## config.mk

```make
export PLATFORM = sky130hd
export DESIGN_NAME = e1_parity_monitor
export DESIGN_NICKNAME = d
export VERILOG_FILES = /design/src/rtl/e1par_pkg.sv /design/src/rtl/e1par_ctrl.sv /design/src/rtl/e1par_datapath.sv /design/src/rtl/e1par_regs.sv /design/src/rtl/e1_parity_monitor.sv
export SDC_FILE = /design/constraint.sdc
export NUM_CORES = 1
export LEC_CHECK = 0
export ABC_AREA = 0
export BUFFER_PORTS_ARGS = -buffer_cell sky130_fd_sc_hd__buf_2
export CAP_MARGIN = 20
export CORE_MARGIN = 2
export CORE_UTILIZATION = 45
export DETAILED_ROUTE_END_ITERATION = 6
export MAX_ROUTING_LAYER = met4
export PLACE_DENSITY = 0.81
export SLEW_MARGIN = 10
export SYNTH_ARGS = -nofsm -noshare
export SYNTH_HDL_FRONTEND = slang
export SYNTH_SLANG_ARGS = --single-unit
```

## constraint.sdc

```tcl
create_clock -name clk -period 1.3 [get_ports clk]
set_clock_uncertainty 0.05 [all_clocks]
set_input_delay 0 -clock clk [delete_from_list [all_inputs] [get_ports clk]]
set_output_delay 0 -clock clk [all_outputs]
set_load 0.05 [all_outputs]
```

## src/rtl/e1par_pkg.sv

```systemverilog
package e1par_pkg;

  // Register bit positions (software decodes these)
  localparam int BIT_PAR_ODD = 7;
  localparam int BIT_IRQ_EN  = 6;
  localparam int BIT_ERR     = 5;
  localparam int BIT_EXTEND  = 3;
  localparam int BIT_MODE    = 1;
  localparam int BIT_POL     = 0;

  typedef struct packed {
    logic parOdd;     // 1: odd sense
    logic irqEn;      // interrupt enable
    logic extend;     // count carrier bit of the frame
    logic pulseMode;  // 1: multiframe edges
    logic pulsePol;   // 1: active-low pulse
  } cfgRegs_t;

  typedef struct packed {
    logic frameStart; // current bit is bit 0 of a frame
    logic checkNow;   // current bit is a carrier to be checked
  } frameStrobes_t;

endpackage

```

## src/rtl/e1par_ctrl.sv

```systemverilog
module e1par_ctrl
  import e1par_pkg::*;
#(
  parameter int FRAME_BITS = 256
) (
  input  logic          clk,
  input  logic          rstN,
  input  logic          framePulse,
  input  cfgRegs_t      cfg,
  output frameStrobes_t strobes
);

  localparam int CNT_W = (FRAME_BITS > 1) ? $clog2(FRAME_BITS) : 1;
  localparam logic [CNT_W-1:0] LAST_BIT = CNT_W'(FRAME_BITS - 1);
  localparam logic [CNT_W-1:0] AFTER_START = (FRAME_BITS > 1) ? CNT_W'(1) : '0;

  logic [CNT_W-1:0] bitCntQ, bitCntD;
  logic lockedQ;
  logic prevLvlQ;
  logic pulseLvl;
  logic syncNow;
  logic atZero;

  always_comb begin
    pulseLvl = framePulse ^ cfg.pulsePol;
    syncNow  = cfg.pulseMode ? (pulseLvl ^ prevLvlQ) : pulseLvl;
    atZero   = lockedQ && (bitCntQ == '0);
    // A sync on the counted boundary is consistent; off it, a realignment.
    strobes.frameStart = syncNow || atZero;
    strobes.checkNow   = atZero;
  end

  always_comb begin
    if (strobes.frameStart)      bitCntD = AFTER_START;
    else if (bitCntQ == LAST_BIT) bitCntD = '0;
    else                         bitCntD = bitCntQ + CNT_W'(1);
  end

  always_ff @(posedge clk or negedge rstN) begin
    if (!rstN) begin
      bitCntQ  <= '0;
      lockedQ  <= 1'b0;
      prevLvlQ <= 1'b0;
    end else begin
      bitCntQ  <= bitCntD;
      lockedQ  <= lockedQ | syncNow;
      prevLvlQ <= pulseLvl;
    end
  end

endmodule

```

## src/rtl/e1par_datapath.sv

```systemverilog
module e1par_datapath
  import e1par_pkg::*;
(
  input  logic          clk,
  input  logic          rstN,
  input  logic          serData,
  input  cfgRegs_t      cfg,
  input  frameStrobes_t strobes,
  output logic          parErr
);

  logic accQ;       // running parity of the frame in progress
  logic expCarrier;

  always_comb begin
    expCarrier = accQ ^ cfg.parOdd;
    parErr     = strobes.checkNow && (serData != expCarrier);
  end

  always_ff @(posedge clk or negedge rstN) begin
    if (!rstN)                   accQ <= 1'b0;
    else if (strobes.frameStart) accQ <= serData & cfg.extend;
    else                         accQ <= accQ ^ serData;
  end

endmodule

```

## src/rtl/e1par_regs.sv

```systemverilog
module e1par_regs
  import e1par_pkg::*;
(
  input  logic       clk,
  input  logic       rstN,
  input  logic       regWrEn,
  input  logic       regRdEn,
  input  logic [7:0] regWrData,
  input  logic       parErr,
  output cfgRegs_t   cfg,
  output logic [7:0] regRdData,
  output logic       irq
);

  logic errQ;
  logic unusedWrBits;

  assign unusedWrBits = ^{regWrData[5], regWrData[4], regWrData[2]};

  always_ff @(posedge clk or negedge rstN) begin
    if (!rstN) begin
      cfg <= '0;
    end else if (regWrEn) begin
      cfg.parOdd    <= regWrData[BIT_PAR_ODD];
      cfg.irqEn     <= regWrData[BIT_IRQ_EN];
      cfg.extend    <= regWrData[BIT_EXTEND];
      cfg.pulseMode <= regWrData[BIT_MODE];
      cfg.pulsePol  <= regWrData[BIT_POL];
    end
  end

  always_ff @(posedge clk or negedge rstN) begin
    if (!rstN)        errQ <= 1'b0;
    else if (parErr)  errQ <= 1'b1;
    else if (regRdEn) errQ <= 1'b0;
  end

  always_comb begin
    regRdData              = '0;
    regRdData[BIT_PAR_ODD] = cfg.parOdd;
    regRdData[BIT_IRQ_EN]  = cfg.irqEn;
    regRdData[BIT_ERR]     = errQ;
    regRdData[BIT_EXTEND]  = cfg.extend;
    regRdData[BIT_MODE]    = cfg.pulseMode;
    regRdData[BIT_POL]     = cfg.pulsePol;
    irq                    = errQ & cfg.irqEn;
  end

endmodule

```

## src/rtl/e1_parity_monitor.sv

```systemverilog
module e1_parity_monitor
  import e1par_pkg::*;
#(
  parameter int FRAME_BITS = 256
) (
  input  logic       clk,
  input  logic       rstN,
  input  logic       serData,
  input  logic       framePulse,
  input  logic       regWrEn,
  input  logic       regRdEn,
  input  logic [7:0] regWrData,
  output logic [7:0] regRdData,
  output logic       irq
);

  cfgRegs_t      cfg;
  frameStrobes_t strobes;
  logic          parErr;

  e1par_ctrl #(.FRAME_BITS(FRAME_BITS)) i_ctrl (
    .clk(clk), .rstN(rstN), .framePulse(framePulse), .cfg(cfg), .strobes(strobes)
  );

  e1par_datapath i_dp (
    .clk(clk), .rstN(rstN), .serData(serData), .cfg(cfg), .strobes(strobes), .parErr(parErr)
  );

  e1par_regs i_regs (
    .clk(clk), .rstN(rstN), .regWrEn(regWrEn), .regRdEn(regRdEn), .regWrData(regWrData),
    .parErr(parErr), .cfg(cfg), .regRdData(regRdData), .irq(irq)
  );

endmodule

```

==> out/qor.csv <==
stage,metric,value,unit
outcome,outcome,"complete, but fails checks",
outcome,violations,negative setup slack,
critical_path,cpMaxStageDelayCell,dfrtp_1,
global_route,track_usage,0.195,
power,peakVddDrop,0.938,mV
logic_synthesis,synth_top_area_cell,dfrtp_1,
logic_synthesis,synthTopCellsByCount,"dfrtp_1, nand2_1, nor2_1, mux2_2, xnor2_1",
critical_path,path_class,reg -> reg,
finish,finalInstanceArea,1240,um2
power,fin_total_pwr,1990,uW
route,dr.pass1.iters,4,
global_route,grt_pass1_wl,2820,um
logic_synthesis,ys_async_sr_fraction,1.00,
timing,finalCritPeriodShare,1.14,
place,placed_area,1020,um2
timing,layout_setup_ws,-0.183,ns
floorplan,initial_core_util,0.480,
critical_path,r2r_cells,6,
power,p_per_area,1600,nW/um2
logic_synthesis,ys_warn_count,0,
finish,drive_above_1_share,0.521,
floorplan,core,1730,um2
global_route,antenna_found_initial,0,
logic_synthesis,synth_cell_types,24,
place,hpwl,1210,um
timing,final.min_clock_period,1.48,ns
timing,rsz0062_at_grt,true,
critical_path,max_stage_delay,0.44,ns
timing,fin_hold_ws,0.00889,ns
route,wirelength,2160,um
logic_synthesis,ys_seq_area_frac,0.514,
timing,maxSlewViolCount,0,
place,io_buffers,17,
floorplan,dieArea,2200,um2
floorplan,fp.dieH,46.9,um
clocking,cts-root-buf,clkbuf_4,
critical_path,path_cells,inv_1 -> ha_2 -> nor4b_4 -> nand2_2 -> o211ai_1 -> o21ai_2,
clocking,cts_buffers,3,
clocking,insertion_delay,0.29,ns
global_route,grt_pass1_vias,622,
job,drv_cap,0,
finish,multiInputGateArea,450,um2
critical_path,end_kind,flop,
critical_path,ff2ff_setup_slack,-0.18,ns
clocking,cts_tree,done,
min_path,min_path_type,in -> reg,
critical_path,critical-path-top-delay-family,flip-flops,
logic_synthesis,syn_area,828,um2
route,vias,710,
timing,fin_setup_tns,-1.29,ns
floorplan,rows,15,
logic_synthesis,synth_edf_count,0,
global_route,grt_max_degree,18,
critical_path,cp.arrival,1.61,ns
finish,regArea,428,um2
floorplan,io_pins,23,
critical_path,start_kind,flop,
route,routed_via_density,4.93,
logic_synthesis,synth_most_common_cell,dfrtp_1,
finish,syn_to_final_growth,50.2,%
clocking,path_clk_slew,0.11,ns
clocking,cts.sinks,17,
clocking,htree_levels,1,
critical_path,crit_buf_inv,1,
logic_synthesis,synthFlopType,dfrtp_1,
logic_synthesis,yosysTopAreaCellShare,0.514,
timing,setup-violations-final,11,
logic_synthesis,synth.area.top_cells,"dfrtp_1, mux2_2, xnor2_1, xor2_2, nand2_1",
logic_synthesis,synth-seq-cells,17,
finish,fin_util,0.720,
critical_path,crit_cells,6,
route,drc,0,
route,drt_iter0_drc,12,
timing,timing.fmax,674,MHz
power,p_leak,0.000584,uW
route,wl_per_cell,15.0,um
logic_synthesis,synth_cells,75,
clocking,cts_max_path_buffers,2,
floorplan,die_width,46.9,um
min_path,hold_path_depth,3,
finish,nets,136,
global_route,gr-total-overflow,0,
critical_path,worst-path-max-fanout,6,
finish,nFillCells,122,
critical_path,crit_required,1.42,ns
route,drtAntennaViolNets,0,
logic_synthesis,avgSynthCellArea,11.0,um2
timing,hold_violations,0,
finish,antenna_cells,0,
place,place_congestion,0.781,
stage by stage:
| step | cells | setup slack, ns |
|---|---|---|
| CTS | 141 | -0.101 |
| floorplan | 76 | -0.0838 |
| global route | 144 | -0.232 |
| global placement | 126 | -0.0759 |
| finish | 144 | -0.183 |
| detailed placement | 126 | -0.137 |
area by class of cell:
cell class                 count  area share
clock buffer                   3      0.0181
clock inverter                 1     0.00402
inverter                       3     0.00905
multi-input combinational     53       0.362
sequential                    17       0.344
tap                           25      0.0252
timing repair buffer          42       0.237
final timing paths:
kind	startpoint	end
worst max register to register	i_ctrl.bitCntQ[0]	i_dp.accQ
max in group asynchronous	rstN	i_regs.cfg[1]
worst min register to register	i_ctrl.lockedQ	i_ctrl.lockedQ
worst min-delay path	framePulse	i_ctrl.prevLvlQ
min in group asynchronous	rstN	i_ctrl.prevLvlQ
worst max-delay path	i_ctrl.bitCntQ[0]	i_dp.accQ
report_power, final:
group	internal [uW]	switching [uW]	total, uW
combinational	467	515	981
sequential	623	94.0	717
clock	114	175	289
state kept, by name, indices dropped and copies added (netlist names):
| name | count |
|---|---|
| i_ctrl.prevLvlQ | 1 |
| i_dp.accQ | 1 |
| i_regs.errQ | 1 |
| i_regs.cfg | 5 |
| i_ctrl.lockedQ | 1 |
| i_ctrl.bitCntQ | 8 |
tightest hold or removal path, stage by stage:
cell,delay (ns)
buf_2,0.10
xor2_2,0.09
buf_4,0.13
routing by layer:
metal  up-vias  track usage  share of wire
li1        333            -              -
met1       345        0.229           0.42
met2        26        0.321           0.51
met3         6       0.0269          0.042
met4         0        0.106          0.027
met5         -            -              0
what timing repair did:
item / in CTS / in global routing
pin swaps: 2 / 6
setup buffers: 3 / 2
endpoints found under the hold margin: 24 / 4
hold buffers: 8 / 1
setup endpoints to repair: 11 / 11
gates resized for setup: 4 / 11
cells by family after synthesis:
family / after synthesis / share of synthesized area
xor gates and xnor gates: 9 / 0.113
adders and majority gates: 2 / 0.0302
other: 1 / 0.00453
and+or+nand+nor: 30 / 0.181
AOI/OAI and AO/OA: 5 / 0.0484
muxes: 5 / 0.0680
DFF: 17 / 0.514
buffers and inverters: 6 / 0.0408
cells in the final DEF, fill, tap and decap left out, types with 2 or more instances in the layout:
cell type	instances
buf_2	17
buf_4	16
clkbuf_4	3
conb_1	2
dfrtp_1	15
dfrtp_2	2
dlygate4sd3_1	9
inv_1	3
mux2_2	5
nand2_1	5
nand2_2	2
nand3_1	3
nor2_1	6
nor2_2	2
nor2b_1	2
o21ai_2	2
xnor2_1	5
xor2_1	2
xor2_2	2
Note: power is estimated with default switching activity, not from simulation.
